`config.mk`:
```
export PLATFORM = sky130hd
export DESIGN_NAME = pwr_mode_seq
export DESIGN_NICKNAME = d
export VERILOG_FILES = /design/src/rtl/pwr_mode_pkg.sv /design/src/rtl/pms_ramp_timer.sv /design/src/rtl/pms_charger.sv /design/src/rtl/pms_mode_fsm.sv /design/src/rtl/pwr_mode_seq.sv
export SDC_FILE = /design/constraint.sdc
export NUM_CORES = 1
export LEC_CHECK = 0
export ABC_AREA = 1
export BUFFER_PORTS_ARGS = -buffer_cell sky130_fd_sc_hd__buf_2
export CELL_PAD_IN_SITES_DETAIL_PLACEMENT = 0
export CELL_PAD_IN_SITES_GLOBAL_PLACEMENT = 1
export CORE_ASPECT_RATIO = 1.2
export CORE_MARGIN = 1.5
export CORE_UTILIZATION = 45
export CTS_BUF_LIST = sky130_fd_sc_hd__clkbuf_4
export CTS_CLUSTER_SIZE = 40
export DETAILED_ROUTE_END_ITERATION = 8
export PLACE_DENSITY = 0.85
export SETUP_SLACK_MARGIN = 0.1
export SKIP_CTS_REPAIR_TIMING = 1
export SLEW_MARGIN = 40
export SYNTH_ARGS = -nofsm -noshare
export SYNTH_HDL_FRONTEND = slang
export SYNTH_SLANG_ARGS = --single-unit
```
`constraint.sdc`:
```
create_clock -name clk -period 2.55 [get_ports clk]
set_input_delay 0.1275 -clock clk [delete_from_list [all_inputs] [get_ports clk]]
set_output_delay 0.1275 -clock clk [all_outputs]
set_load 0.005 [all_outputs]
```
`src/rtl/pwr_mode_pkg.sv`:
```
package pwr_mode_pkg;
   typedef enum logic [2:0] {
      MD_START = 3'd0,
      MD_RAMP  = 3'd1,
      MD_RUN   = 3'd2,
      MD_HOLD  = 3'd3,
      MD_SLEEP = 3'd4
   } pmode_e;
endpackage

```
`src/rtl/pms_ramp_timer.sv`:
```
module pms_ramp_timer #(
   parameter int RAMP_CYCLES = 4096
) (
   input  logic clk,
   input  logic rst_n,
   input  logic run,
   output logic done
);
   localparam int CW = (RAMP_CYCLES > 2) ? $clog2(RAMP_CYCLES) : 1;
   localparam logic [CW-1:0] LAST = CW'(RAMP_CYCLES - 1);

   if (RAMP_CYCLES < 2) begin : g_bad_len
      $error("pms_ramp_timer: RAMP_CYCLES must be at least 2");
   end

   logic [CW-1:0] cnt;

   assign done = run && (cnt == LAST);

   always_ff @(posedge clk or negedge rst_n) begin
      if (!rst_n)     cnt <= '0;
      else if (!run)  cnt <= '0;
      else if (done)  cnt <= '0;
      else            cnt <= cnt + CW'(1);
   end

   // the count never runs past the programmed length
   assert_cnt_bound_R4: assert property (@(posedge clk) disable iff (!rst_n)
      cnt <= LAST);
endmodule

```
`src/rtl/pms_charger.sv`:
```
module pms_charger
   import pwr_mode_pkg::*;
(
   input  pmode_e mode,
   input  logic   hv_ok,
   input  logic   vcc_gt_start,
   input  logic   vcc_gt_on,
   output logic   chg_lo_en,
   output logic   chg_hi_en
);
   logic charge_mode;

   assign charge_mode = (mode == MD_START) || (mode == MD_SLEEP);

   always_comb begin
      chg_lo_en = 1'b0;
      chg_hi_en = 1'b0;
      if (charge_mode && hv_ok) begin
         if (!vcc_gt_start)   chg_lo_en = 1'b1;
         else if (!vcc_gt_on) chg_hi_en = 1'b1;
      end
   end
endmodule

```
`src/rtl/pms_mode_fsm.sv`:
```
module pms_mode_fsm
   import pwr_mode_pkg::*;
(
   input  logic   clk,
   input  logic   rst_n,
   input  logic   vcc_gt_rst,
   input  logic   vcc_gt_start,
   input  logic   vcc_gt_on,
   input  logic   fb_ok,
   input  logic   opto_ok,
   input  logic   dis_req,
   input  logic   flt_timed,
   input  logic   flt_stop,
   input  logic   ramp_done,
   output pmode_e mode,
   output logic   sw_en
);
   pmode_e mode_nxt;
   logic   warm, warm_nxt;
   logic   sag;

   assign sag = !vcc_gt_start || dis_req;

   always_comb begin
      mode_nxt = mode;
      warm_nxt = warm;
      if (!vcc_gt_rst) begin
         mode_nxt = MD_START;
         warm_nxt = 1'b0;
      end else begin
         case (mode)
            MD_START:
               if (vcc_gt_on && fb_ok && opto_ok)
                  mode_nxt = warm ? MD_RUN : MD_RAMP;
            MD_RAMP:
               if (sag)            mode_nxt = MD_SLEEP;
               else if (ramp_done) mode_nxt = MD_RUN;
            MD_RUN:
               if (sag || flt_timed) mode_nxt = MD_SLEEP;
               else if (flt_stop)    mode_nxt = MD_HOLD;
            MD_HOLD:
               if (sag)            mode_nxt = MD_SLEEP;
               else if (!flt_stop) mode_nxt = MD_RUN;
            MD_SLEEP:
               if (!dis_req && !flt_timed && vcc_gt_on) begin
                  mode_nxt = MD_START;
                  warm_nxt = 1'b1;
               end
            default: mode_nxt = MD_START;
         endcase
      end
   end

   always_ff @(posedge clk or negedge rst_n) begin
      if (!rst_n) begin
         mode <= MD_START;
         warm <= 1'b0;
      end else begin
         mode <= mode_nxt;
         warm <= warm_nxt;
      end
   end

   assign sw_en = ((mode == MD_RAMP) || (mode == MD_RUN)) && !flt_stop;

   // a reset-level drop always lands in start-up
   assert_boot_force_R10: assert property (@(posedge clk) disable iff (!rst_n)
      !vcc_gt_rst |=> (mode == MD_START));

   // no start-up exit without the turn-on level
   assert_start_hold_R2: assert property (@(posedge clk) disable iff (!rst_n)
      (mode == MD_START && !vcc_gt_on) |=> (mode == MD_START));

   // supply sag or disable while powered goes to low-consumption
   assert_sag_sleep_R6: assert property (@(posedge clk) disable iff (!rst_n)
      (vcc_gt_rst && sag && (mode inside {MD_RAMP, MD_RUN, MD_HOLD}))
      |=> (mode == MD_SLEEP));

   // timed faults cannot move the ramp-up phase anywhere but active
   assert_ramp_mask_R5: assert property (@(posedge clk) disable iff (!rst_n)
      (vcc_gt_rst && !sag && mode == MD_RAMP) |=> (mode inside {MD_RAMP, MD_RUN}));

   // disable or pending timed fault keeps low-consumption
   assert_sleep_keep_R9: assert property (@(posedge clk) disable iff (!rst_n)
      (vcc_gt_rst && mode == MD_SLEEP && (dis_req || flt_timed)) |=> (mode == MD_SLEEP));
endmodule

```
`src/rtl/pwr_mode_seq.sv`:
```
module pwr_mode_seq
   import pwr_mode_pkg::*;
#(
   parameter int RAMP_CYCLES = 4096
) (
   input  logic       clk,
   input  logic       rst_n,
   input  logic       vcc_gt_rst,
   input  logic       vcc_gt_start,
   input  logic       vcc_gt_on,
   input  logic       hv_ok,
   input  logic       fb_ok,
   input  logic       opto_ok,
   input  logic       dis_req,
   input  logic       flt_timed,
   input  logic       flt_stop,
   output logic [2:0] mode_o,
   output logic       sw_en,
   output logic       chg_lo_en,
   output logic       chg_hi_en
);
   pmode_e mode;
   logic   ramp_done;

   pms_ramp_timer #(.RAMP_CYCLES(RAMP_CYCLES)) u_ramp (
      .clk   (clk),
      .rst_n (rst_n),
      .run   (mode == MD_RAMP),
      .done  (ramp_done)
   );

   pms_mode_fsm u_fsm (
      .clk          (clk),
      .rst_n        (rst_n),
      .vcc_gt_rst   (vcc_gt_rst),
      .vcc_gt_start (vcc_gt_start),
      .vcc_gt_on    (vcc_gt_on),
      .fb_ok        (fb_ok),
      .opto_ok      (opto_ok),
      .dis_req      (dis_req),
      .flt_timed    (flt_timed),
      .flt_stop     (flt_stop),
      .ramp_done    (ramp_done),
      .mode         (mode),
      .sw_en        (sw_en)
   );

   pms_charger u_chg (
      .mode         (mode),
      .hv_ok        (hv_ok),
      .vcc_gt_start (vcc_gt_start),
      .vcc_gt_on    (vcc_gt_on),
      .chg_lo_en    (chg_lo_en),
      .chg_hi_en    (chg_hi_en)
   );

   assign mode_o = mode;

   // the charger never runs while the controller is powered up
   assert_chg_idle_R12: assert property (@(posedge clk) disable iff (!rst_n)
      (chg_lo_en || chg_hi_en) |-> (mode == MD_START || mode == MD_SLEEP));

   // at most one charge level at a time
   assert_chg_excl_R11: assert property (@(posedge clk) disable iff (!rst_n)
      $onehot0({chg_lo_en, chg_hi_en}));

   // stop mode never switches
   assert_hold_quiet_R7: assert property (@(posedge clk) disable iff (!rst_n)
      (mode == MD_HOLD) |-> !sw_en);
endmodule

```
==> results of run 1 <==
==> critical path: stages, from the launching register on <==
cell                      delay (ns)
sky130_fd_sc_hd__dfrtp_1        0.38
sky130_fd_sc_hd__ha_1           0.17
sky130_fd_sc_hd__nand2_1        0.10
sky130_fd_sc_hd__nor2_4         0.15
sky130_fd_sc_hd__nand3_2        0.13
sky130_fd_sc_hd__nand2_4        0.15
sky130_fd_sc_hd__nand2_2        0.06
sky130_fd_sc_hd__nand2_2        0.07
sky130_fd_sc_hd__nand2_1        0.05
sky130_fd_sc_hd__nand3_1        0.07
sky130_fd_sc_hd__nand2_1        0.05
==> synth_stat cells, types with 3 or more instances <==
library cell,n
sky130_fd_sc_hd__nor3_1,3
sky130_fd_sc_hd__inv_1,8
sky130_fd_sc_hd__nand2_2,3
sky130_fd_sc_hd__nor2_4,3
sky130_fd_sc_hd__nand4_1,5
sky130_fd_sc_hd__nor2_1,15
sky130_fd_sc_hd__xor2_1,5
sky130_fd_sc_hd__nand2_1,20
sky130_fd_sc_hd__nand3_1,8
sky130_fd_sc_hd__inv_2,9
sky130_fd_sc_hd__dfrtp_1,16
sky130_fd_sc_hd__nor3b_1,3
==> cells by family after synthesis <==
kind of cell | after synthesis
XOR/XNOR | 6
adder cells (fa/ha/maj) | 1
flip-flops | 16
AND/OR/NAND/NOR | 66
AO/OA/AOI/OAI | 11
buffers and inverters | 17
==> power groups by stage <==
stage               sequential (mW)  combinational, mW  clock [mW]
floorplan                     0.306              0.165           0
global placement              0.309              0.240           0
detailed placement            0.310              0.241           0
CTS                           0.306              0.241       0.135
global route                  0.310              0.266       0.148
finish                        0.305              0.237       0.124
==> cell type report <==
| type | instances | share of cell area (%) |
|---|---|---|
| clock inverters | 1 | 0.3444 |
| multi-input cells | 84 | 44.43 |
| clock buffers | 3 | 2.067 |
| well taps | 20 | 2.296 |
| inverters | 17 | 5.855 |
| repair buffers | 17 | 8.266 |
| flip-flops and latches | 16 | 36.74 |
==> per-layer routing <==
layer	GRT usage (%)	part of all wire, %	vias up
met4	5.882	0.96	0
met3	1.024	3.7	2
met5	0	0	-
met2	34.30	53	21
met1	22.46	42	379
li1	-	-	427
==> sequential cells by signal, summed over array words and instances (netlist names) <==
| name | flops |
|---|---|
| u_ramp.cnt | 12 |
| u_fsm.warm | 1 |
| u_fsm.mode | 3 |
==> through the flow <==
stage,hold WS [ns],utilization [%],std cells
finish,0.1456,53.77,158
global route,0.1471,53.77,158
CTS,-0.2515,53.27,157
detailed placement,0.05947,51.98,153
global placement,0.06059,51.98,153
floorplan,-0.1681,-,117
==> worst min path at each step <==
stage	startpoint	endpoint	slack, ns
after floorplan	rst_n	u_fsm.mode[0]$_DFFE_PN0P_	-0.17
after global placement	rst_n	u_ramp.cnt[5]$_DFF_PN0_	0.06
after detailed placement	rst_n	u_ramp.cnt[4]$_DFF_PN0_	0.06
after CTS	rst_n	u_ramp.cnt[5]$_DFF_PN0_	-0.25
after global routing	vcc_gt_rst	u_fsm.mode[1]$_DFFE_PN0P_	0.15
final	vcc_gt_on	u_fsm.warm$_DFFE_PN0P_	0.15
==> summary.md, run 1 <==
| Metric | Value |
|---|---|
| Outcome | complete, no violations |
| Critical path startpoint category | flip-flop |
| Total half-perimeter wirelength after legalization and detailed placement | 1.555 mm |
| Cell Int Power | 413.5 µW |
| Number of buffer cells added on primary ports | 16 |
| Commonest non-fill, non-tap cell in the layout | sky130_fd_sc_hd__nand2_1 |
| Share of the synthesized area in the top cell type | 42.22% |
| Transition time at the pin with the least slew margin | 0.3622 ns |
| Origin of the critical flop-to-flop path | u_ramp.cnt[0]$_DFF_PN0_ |
| Total of endpoints with negative setup slack in the final report | 0 |
| Post-synthesis compound-gate area fraction | 7.652% |
| Unrepaired setup endpoints after global routing | no |
| Part of the power in the clock network | 18.7% |
| Commonest non-fill, non-tap cells in the layout | sky130_fd_sc_hd__nand2_1 (20), sky130_fd_sc_hd__buf_2 (16), sky130_fd_sc_hd__dfrtp_1 (16), sky130_fd_sc_hd__nor2_1 (15), sky130_fd_sc_hd__inv_2 (9) |
| Biggest area contributors in the synthesized netlist | sky130_fd_sc_hd__dfrtp_1 (42%), sky130_fd_sc_hd__nand2_1 (7.9%), sky130_fd_sc_hd__nor2_1 (5.9%), sky130_fd_sc_hd__xor2_1 (4.6%), sky130_fd_sc_hd__nand3_1 (4.2%) |
| Number of synthesized flops with an enable pin | 0 |
| Vias in the first global route | 792 |
| Hold Path Class | input port to flip-flop |
| Share of flip-flops with an asynchronous set or reset after synthesis | 100.0% |
| Clock latency reported for the late side of the worst-skew pair | 0.27 ns |
| Sequential area share after synthesis | 42.22% |
| Area of the multi-input gates | 484.2 µm² |
| Final period demand of the worst path | 1.481 ns |
| Share of synthesized cell area in full adder, half adder and majority cells | 1.319% |
| Worst Setup End Kind | flip-flop |
| R2R cell count | 10 |
| Via count of the routed design | 829 |
| Largest net degree at the start of global routing | 17 |
| Critical setup path kind | flip-flop to flip-flop |
| Reg2reg end | u_fsm.mode[1]$_DFFE_PN0P_ |
| Number of clock sinks | 16 |
| Number of max-cap violations | 0 |
| Remaining number of nets flagged by the antenna check after routing | 0 |
| Total Routed Length | 1.869 mm |
| Net switching component of the power | 252.8 µW |
| Ports placed on the boundary | 17 |
| Dominant register cell in the synthesized netlist | sky130_fd_sc_hd__dfrtp_1 |
| DR iter-0 viols | 18 |
| Antenna fix cells | 0 |
| Net switching share of the total power | 37.94% |
| Cell Rows | 18 |
| CTS max path bufs | 2 |
| Die height | 53.29 µm |
| Pwr/cell area | 611.4 nW/µm² |
| Synth Warn # | 0 |
| Clock root buffer | sky130_fd_sc_hd__clkbuf_4 |
| IR drop worst, VDD | 311.2 µV |
| Global-route wire length before repair | 3.298 mm |
| Number of filler cells placed in the layout | 212 |
| Highest clock rate | 675.3 MHz |
| Clock tree from TritonCTS | built |
| Parity-gate share of the synthesized area counting xor and xnor cells | 5.541% |
| Overall power after layout | 666.3 µW |
| Worst R2R Setup Slack | 1.07 ns |
| Dominant combinational cell family by area after synthesis | simple AND/OR/NAND/NOR gates |
| Floorplan die area | 2393 µm² |
| Final estimated routing congestion in global placement | 0.8807 |
| Htree depth | 1 |
| Aggregate global routing overflow | 0 |
| Share of final-layout standard cells stronger than drive strength 1 | 28.99% |
| Setup clock skew after layout | 0.004952 ns |
| Horiz. Die Dim | 44.91 µm |
| Mean routed wirelength per cell | 11.83 µm |
| Share of cell area taken by muxes after synthesis | 0% |
| Total placed instance area | 1054 µm² |
| Capture point of the worst path | u_fsm.mode[1]$_DFFE_PN0P_ |
| Total core area | 2027 µm² |
| Summed instance area of the synthesized netlist | 948.4 µm² |
| Endpoints failing hold | 0 |
| Post-route setup slack | 1.069 ns |
| Reg power frac | 45.7% |
| Worst setup slack before clock tree synthesis | 1.051 ns |
| Hold Path Cell Cnt | 3 |
| Leakage power figure | 0.5049 nW |
| Count of unique library cells instantiated by Yosys | 26 |
| Sequential cell area | 400.4 µm² |
| Worst setup path start | u_ramp.cnt[0]$_DFF_PN0_ |
| Number of synthesized register bits | 16 |
| Area added between synthesis and finish | 14.91% |
| Largest area contributor in the synthesized netlist | sky130_fd_sc_hd__dfrtp_1 |
| Final total negative setup slack | 0 ns |
| Fin. max-slew vios | 0 |
| Final nets | 151 |
| Data required time at the worst endpoint | 2.72 ns |
| Max transition margin | 75.85% |
| Drt via density | 5.247 |
| Final std cell area, no fill | 1090 µm² |
| Clock-pin slew reported for the worst setup and hold paths after clock tree synthesis | 0.08 ns |
| Final worst-path cycle share | 58.08% |
| Post-Synthesis Cells | 117 |
| Combinational share of power | 35.6% |
| Worst-path fanout max | 9 |
| Synth Area per Inst | 8.106 µm² |
| Effective utilization at floorplan | 46.79% |
| Detailed-routing iteration count for the pre-antenna-repair pass | 4 |
| Number of nets in the synthesized netlist | 129 |
| Number of antenna violations at the first check in global routing | 0 |
| Simple-gate share of the synthesized area | 36.54% |
| Inserted Clock Buffers | 3 |
| Crit path arrival time | 1.65 ns |
| Total track usage | 18.55% |
| Remaining DRCs | 0 |
Note: power is estimated with default switching activity, not from simulation.
==> run 2: changes to the inputs <==
--- a/config.mk
+++ b/config.mk
@@ -5,17 +5,17 @@
 export SDC_FILE = /design/constraint.sdc
 export NUM_CORES = 1
 export LEC_CHECK = 0
-export ABC_AREA = 1
+export ABC_AREA = 0
 export BUFFER_PORTS_ARGS = -buffer_cell sky130_fd_sc_hd__buf_2
 export CELL_PAD_IN_SITES_DETAIL_PLACEMENT = 0
 export CELL_PAD_IN_SITES_GLOBAL_PLACEMENT = 1
 export CORE_ASPECT_RATIO = 1.2
 export CORE_MARGIN = 1.5
-export CORE_UTILIZATION = 45
+export CORE_UTILIZATION = 38
 export CTS_BUF_LIST = sky130_fd_sc_hd__clkbuf_4
 export CTS_CLUSTER_SIZE = 40
 export DETAILED_ROUTE_END_ITERATION = 8
-export PLACE_DENSITY = 0.85
+export PLACE_DENSITY = 0.75
 export SETUP_SLACK_MARGIN = 0.1
 export SKIP_CTS_REPAIR_TIMING = 1
 export SLEW_MARGIN = 40
==> constraint.sdc (replaced) <==
create_clock -name clk -period 1.29 [get_ports clk]
set_input_delay 0.0645 -clock clk [delete_from_list [all_inputs] [get_ports clk]]
set_output_delay 0.0645 -clock clk [all_outputs]
set_load 0.005 [all_outputs]
==> summary.md, run 2 <==
| Metric | Value |
|---|---|
| Commonest non-fill, non-tap cell in the layout | sky130_fd_sc_hd__nor2_1 |
| Critical path startpoint category | flip-flop |
| Worst Setup End Kind | output port |
| Met3 track demand over resource | 1.929% |
| Crit path arrival time | 1.32 ns |
| Endpoints failing hold | 0 |
| Synth Warn # | 0 |
| Final estimated routing congestion in global placement | 0.8105 |
| Share of final-layout standard cells stronger than drive strength 1 | 33.08% |
| Highest clock rate | 719.9 MHz |
| Clock-pin slew reported for the worst setup and hold paths after clock tree synthesis | 0.09 ns |
| Final period demand of the worst path | 1.389 ns |
| Hold Path Cell Cnt | 2 |
| Ports placed on the boundary | 17 |
| Global-route wire length before repair | 3.470 mm |
| Outcome | finished, violations left |
| Top register by number of flip-flops | u_ramp.cnt |
| Drt via density | 5.199 |
| Most numerous cell in the Yosys netlist | sky130_fd_sc_hd__nor2_1 |
| Vias in the first global route | 851 |
| Cells along the critical path | buf_4 -> xnor2_1 -> nor3_1 -> buf_2 |
| Number of clock sinks | 16 |
| Final worst-path cycle share | 107.7% |
| Cell Rows | 19 |
| DR iter-0 viols | 4 |
| Final total negative setup slack | -0.4558 ns |
| Number of filler cells placed in the layout | 220 |
| Total of endpoints with negative setup slack in the final report | 13 |
| Antenna fix cells | 0 |
| Leakage power figure | 0.5302 nW |
| Number of synthesized register bits | 16 |
| Count of unique library cells instantiated by Yosys | 30 |
| Remaining number of nets flagged by the antenna check after routing | 0 |
| Unrepaired setup endpoints after global routing | yes |
| Worst-path fanout max | 7 |
| Total track usage | 17.62% |
| Number of synthesized flops with an enable pin | 0 |
| Total placed instance area | 1089 µm² |
| Horiz. Die Dim | 47.42 µm |
| Final hold slack | 0.01920 ns |
| Aggregate global routing overflow | 0 |
| Inserted Clock Buffers | 3 |
| Post-route setup slack | -0.09905 ns |
| Post-synth top cells | sky130_fd_sc_hd__nor2_1 (21), sky130_fd_sc_hd__dfrtp_1 (16), sky130_fd_sc_hd__xor2_1 (9) |
| Mean routed wirelength per cell | 12.57 µm |
| Total core area | 2258 µm² |
| Non-filler cells in the finished layout | 161 |
| IR drop worst, VDD | 573.8 µV |
| Via count of the routed design | 837 |
| Number of flip-flops in the largest register | 12 |
| Worst path max stage delay | 0.46 ns |
| Violated checks | setup timing |
| Data required time at the worst endpoint | 1.23 ns |
| Synth Area per Inst | 8.996 µm² |
| Final nets | 144 |
| Biggest area contributors in the synthesized netlist | sky130_fd_sc_hd__dfrtp_1 (45%), sky130_fd_sc_hd__nor2_1 (8.8%), sky130_fd_sc_hd__xor2_1 (8.8%), sky130_fd_sc_hd__nand3_1 (4.5%), sky130_fd_sc_hd__nand4_1 (3.5%) |
| Post-Place Cells | 154 |
| Area added between synthesis and finish | 29.49% |
| Floorplan die area | 2669 µm² |
| Remaining DRCs | 0 |
| Clock root buffer | sky130_fd_sc_hd__clkbuf_4 |
| Detailed-routing iteration count for the pre-antenna-repair pass | 4 |
| Max transition margin | 76.54% |
| R2R cell count | 5 |
| Total half-perimeter wirelength after legalization and detailed placement | 1.539 mm |
| Number of buffer cells added on primary ports | 16 |
| Worst-path cell with the longest stage delay | sky130_fd_sc_hd__dfrtp_2 |
| Number of antenna violations at the first check in global routing | 0 |
| Largest registers ranked by flip-flop count | u_ramp.cnt (12), u_fsm.mode (3), u_fsm.warm (1) |
| Final core utilization | 51.58% |
| Fin. max-slew vios | 0 |
| Transition time at the pin with the least slew margin | 0.3519 ns |
| Sequential area share after synthesis | 44.51% |
| Final std cell area, no fill | 1165 µm² |
| Overall power after layout | 878.4 µW |
| Post-Synthesis Cells | 100 |
| Hold Path Class | input port to flip-flop |
| Htree depth | 1 |
| Summed instance area of the synthesized netlist | 899.6 µm² |
| Clock latency reported for the late side of the worst-skew pair | 0.29 ns |
| Share of the synthesized area in the top cell type | 44.51% |
| Pwr/cell area | 754.1 nW/µm² |
| Number of max-cap violations | 0 |
| Total Routed Length | 2.024 mm |
| Global routing usage on met2 | 30.69% |
| Number of nets in the synthesized netlist | 112 |
| Clock tree from TritonCTS | built |
| Critical setup path kind | flip-flop to output port |
| Share of flip-flops with an asynchronous set or reset after synthesis | 100.0% |
| CTS max path bufs | 2 |
| Largest net degree at the start of global routing | 17 |
| Worst setup slack before clock tree synthesis | -0.03298 ns |
| Dominant register cell in the synthesized netlist | sky130_fd_sc_hd__dfrtp_1 |
| Commonest non-fill, non-tap cells in the layout | sky130_fd_sc_hd__nor2_1 (20), sky130_fd_sc_hd__buf_2 (16), sky130_fd_sc_hd__dfrtp_1 (14), sky130_fd_sc_hd__buf_4 (13), sky130_fd_sc_hd__xor2_1 (9) |
| GRT busiest layer | met2 |
| Setup clock skew after layout | 0.008588 ns |
| Effective utilization at floorplan | 39.83% |
| Largest area contributor in the synthesized netlist | sky130_fd_sc_hd__dfrtp_1 |
| Die height | 56.30 µm |
| Met1 track demand over resource in global routing | 20.04% |
run 2: cell types whose count changed after synthesis, moves of 3 or more:
| cell | previous run | this run |
|---|---|---|
| sky130_fd_sc_hd__inv_2 | 9 | 0 |
| sky130_fd_sc_hd__inv_1 | 8 | 3 |
| sky130_fd_sc_hd__xor2_1 | 5 | 9 |
| sky130_fd_sc_hd__and4_1 | 0 | 3 |
| sky130_fd_sc_hd__nand2_1 | 20 | 5 |
| sky130_fd_sc_hd__nor2_1 | 15 | 21 |
| sky130_fd_sc_hd__nor2_4 | 3 | 0 |
| sky130_fd_sc_hd__nand2_2 | 3 | 0 |
run 2: area by class of cell:
cell class / count / area [µm²] / area share (%)
Sequential cell: 16 / 402.9 / 34.59
Multi-Input combinational cell: 78 / 501.7 / 43.07
Clock buffer: 3 / 22.52 / 1.933
Timing Repair Buffer: 30 / 187.7 / 16.11
Tap cell: 31 / 38.79 / 3.330
Inverter: 3 / 11.26 / 0.9667
run 2: power by group:
group,switching (mW),total [mW],internal (mW)
Clock,0.154,0.263,0.109
Combinational,0.0575,0.105,0.0475
Sequential,0.00505,0.511,0.506
Total,0.217,0.878,0.662
run 2: final timing paths:
path	startpoint	to	slack (ns)
max	u_fsm.mode[0]$_DFFE_PN0P_	sw_en	-0.1
min	vcc_gt_rst	u_fsm.mode[2]$_DFFE_PN0P_	0.02
max reg2reg	u_ramp.cnt[1]$_DFF_PN0_	u_fsm.mode[1]$_DFFE_PN0P_	-0.04
min reg2reg	u_fsm.warm$_DFFE_PN0P_	u_fsm.warm$_DFFE_PN0P_	0.55
max in group asynchronous	rst_n	u_fsm.mode[1]$_DFFE_PN0P_	0.80
min in group asynchronous	rst_n	u_ramp.cnt[1]$_DFF_PN0_	0.21
run 2: worst max-delay path, delay by kind of cell (launching register included):
kind	cells	cell delay [ns]
flops	1	0.46
simple gates	1	0.13
buf+inv	2	0.32
xor+xnor	1	0.12
run 2: cells by family (layout without fill, tap and decap cells):
family                     Yosys count  after routing  synth area share, %
adders and majority gates            1              1                1.391
AOI/OAI and AO/OA                   13             13                10.29
and+or+nand+nor                     53             53                29.63
buffers and inverters                6             36                3.476
DFF                                 16             16                44.51
xor gates and xnor gates            11             11                10.71
run 2: metal layers:
metal,share of wire [%],up-vias
met2,54,17
met1,41,401
li1,-,412
met4,2.8,0
met3,2.3,7
met5,0,-
==> run 3: changes to the inputs <==
--- a/config.mk
+++ b/config.mk
@@ -15,6 +15,7 @@
 export CTS_BUF_LIST = sky130_fd_sc_hd__clkbuf_4
 export CTS_CLUSTER_SIZE = 40
 export DETAILED_ROUTE_END_ITERATION = 8
+export GPL_TIMING_DRIVEN = 0
 export PLACE_DENSITY = 0.75
 export SETUP_SLACK_MARGIN = 0.1
 export SKIP_CTS_REPAIR_TIMING = 1
==> constraint.sdc (replaced) <==
create_clock -name clk -period 1.29 [get_ports clk]
set_input_delay 0.0645 -clock clk [delete_from_list [all_inputs] [get_ports clk]]
set_output_delay 0.0645 -clock clk [all_outputs]
set_load 0.02 [all_outputs]
==> summary.md, run 3 (synthesis results as in run 2) <==
| Metric | Value |
|---|---|
| Final period demand of the worst path | 1.437 ns |
| Worst Setup End Kind | output port |
| Highest metal used | met4 |
| Pwr/cell area | 738.4 nW/µm² |
| Non-filler cells in the finished layout | 162 |
| Commonest non-fill, non-tap cells in the layout | sky130_fd_sc_hd__nor2_1 (19), sky130_fd_sc_hd__dfrtp_1 (15), sky130_fd_sc_hd__buf_2 (14), sky130_fd_sc_hd__xor2_1 (9), sky130_fd_sc_hd__buf_4 (9) |
| Number of clock sinks | 16 |
| Largest registers ranked by flip-flop count | u_ramp.cnt (12), u_fsm.mode (3), u_fsm.warm (1) |
| Met1 Wirelength | 878 µm |
| Total of endpoints with negative setup slack in the final report | 14 |
| Drt via density | 4.920 |
| Hold Path Class | input port to flip-flop |
| DR iter-0 viols | 28 |
| Clock latency reported for the late side of the worst-skew pair | 0.29 ns |
| Overall power after layout | 917.4 µW |
| Cell Rows | 19 |
| Total Routed Length | 1.976 mm |
| Capture point of the worst path | chg_hi_en |
| Mean routed wirelength per cell | 12.20 µm |
| Setup clock skew after layout | 0.001996 ns |
| Outcome | finished, violations left |
| Final estimated routing congestion in global placement | 0.7783 |
| Clock root buffer | sky130_fd_sc_hd__clkbuf_4 |
| Number of flip-flops in the largest register | 12 |
| DR WL met3 | 66 µm |
| Final hold slack | 0.02576 ns |
| Clock tree from TritonCTS | built |
| Worst R2R Setup Slack | -0.13 ns |
| Number of buffers and inverters on the critical path | 2 |
| Total core area | 2258 µm² |
| Final nets | 144 |
| Violated checks | setup timing |
| R2R cell count | 5 |
| Vias in the first global route | 670 |
| Inserted Clock Buffers | 3 |
| Number of stages on the worst setup path | 5 |
| Cells along the critical path | buf_6 -> nor2_4 -> nand2_4 -> nor3b_2 -> buf_4 |
| Detailed-routing iteration count for the pre-antenna-repair pass | 5 |
| Met2 WL post-DR | 980 µm |
| Highest clock rate | 695.8 MHz |
| Reg2reg end | u_fsm.mode[1]$_DFFE_PN0P_ |
| Total track usage | 15.09% |
| Worst setup path start | u_fsm.mode[1]$_DFFE_PN0P_ |
| Number of buffer cells added on primary ports | 16 |
| Critical path startpoint category | flip-flop |
| Worst path max stage delay | 0.41 ns |
| Post-Place Cells | 147 |
| Total half-perimeter wirelength after legalization and detailed placement | 1.366 mm |
| Area added between synthesis and finish | 38.11% |
| Max transition margin | 76.40% |
| Area of the multi-input gates | 540.5 µm² |
| Hold Path Cell Cnt | 2 |
| Total placed instance area | 1050 µm² |
| Transition time at the pin with the least slew margin | 0.3541 ns |
| Remaining number of nets flagged by the antenna check after routing | 0 |
| Largest net degree at the start of global routing | 17 |
| Leakage power figure | 0.5407 nW |
| Floorplan die area | 2669 µm² |
| Number of filler cells placed in the layout | 220 |
| Top register by number of flip-flops | u_ramp.cnt |
| Post-route setup slack | -0.1472 ns |
| Critical setup path kind | flip-flop to output port |
| Effective utilization at floorplan | 39.83% |
| CTS max path bufs | 2 |
| Kind of cell with the highest combined delay on the critical path | flip-flops |
| Ports placed on the boundary | 17 |
| Unrepaired setup endpoints after global routing | yes |
| Final std cell area, no fill | 1242 µm² |
| Final core utilization | 55.01% |
| Horiz. Die Dim | 47.42 µm |
| Origin of the critical flop-to-flop path | u_fsm.mode[2]$_DFFE_PN0P_ |
| Worst-path cell with the longest stage delay | sky130_fd_sc_hd__dfrtp_1 |
| Htree depth | 1 |
| Sequential cell area | 401.6 µm² |
| IR drop worst, VDD | 658.9 µV |
| Remaining DRCs | 0 |
| Antenna fix cells | 0 |
| Worst-path fanout max | 6 |
| Crit path arrival time | 1.37 ns |
| Data required time at the worst endpoint | 1.23 ns |
| Fin. max-slew vios | 0 |
| Aggregate global routing overflow | 0 |
| Commonest non-fill, non-tap cell in the layout | sky130_fd_sc_hd__nor2_1 |
| Number of max-cap violations | 0 |
| Clock-pin slew reported for the worst setup and hold paths after clock tree synthesis | 0.09 ns |
| Endpoints failing hold | 0 |
| Global-route wire length before repair | 2.904 mm |
| Min-delay src | vcc_gt_rst |
| Die height | 56.30 µm |
| Number of antenna violations at the first check in global routing | 0 |
| Final worst-path cycle share | 111.4% |
| Share of final-layout standard cells stronger than drive strength 1 | 34.35% |
| Via count of the routed design | 797 |
[run 3: cell count changes in the layout (fill, tap and decap cells not counted), sizes merged]
cell    previous run  this run
clkinv             0         1
[run 3: final cells by class]
cell class | instances | area share, %
clock buffer | 3 | 1.813
tap | 31 | 3.122
sequential | 16 | 32.33
multi-input combinational | 78 | 43.50
inverter | 3 | 0.9063
clock inverter | 1 | 0.3021
timing repair buffer | 27 | 15.31
buffer | 3 | 2.719
[run 3: report_power, final]
| part | total [mW] | internal (mW) | leakage [nW] | switching, mW |
|---|---|---|---|---|
| logic | 0.130 | 0.0574 | 0.304 | 0.0728 |
| clock network | 0.277 | 0.113 | 0.0154 | 0.164 |
| registers | 0.510 | 0.506 | 0.221 | 0.00481 |
[run 3: how the worst min path moves through the flow]
stage | to | slack, ns
4_1_cts | u_ramp.cnt[10]$_DFF_PN0_ | -0.32
3_5_place_dp | u_fsm.mode[1]$_DFFE_PN0P_ | -0.008
3_3_place_gp | u_fsm.mode[1]$_DFFE_PN0P_ | -0.005
2_1_floorplan | u_fsm.mode[0]$_DFFE_PN0P_ | -0.23
5_1_grt | u_fsm.mode[2]$_DFFE_PN0P_ | 0.02
6_report | u_fsm.mode[2]$_DFFE_PN0P_ | 0.03
[run 3: layer usage]
metal | GRT usage, % | vias up
li1 | - | 412
met4 | 7.143 | 0
met3 | 1.929 | 5
met1 | 20.47 | 359
met2 | 23.17 | 21
met5 | 0 | -
[run 3: stage by stage]
stage               setup WS (ns)  TNS [ns]
finish                    -0.1472   -0.7314
global route              -0.2254    -1.907
CTS                       -0.3684    -1.744
detailed placement        -0.1220   -0.7344
global placement          -0.1504   -0.7515
floorplan                 -0.1416   -0.3287
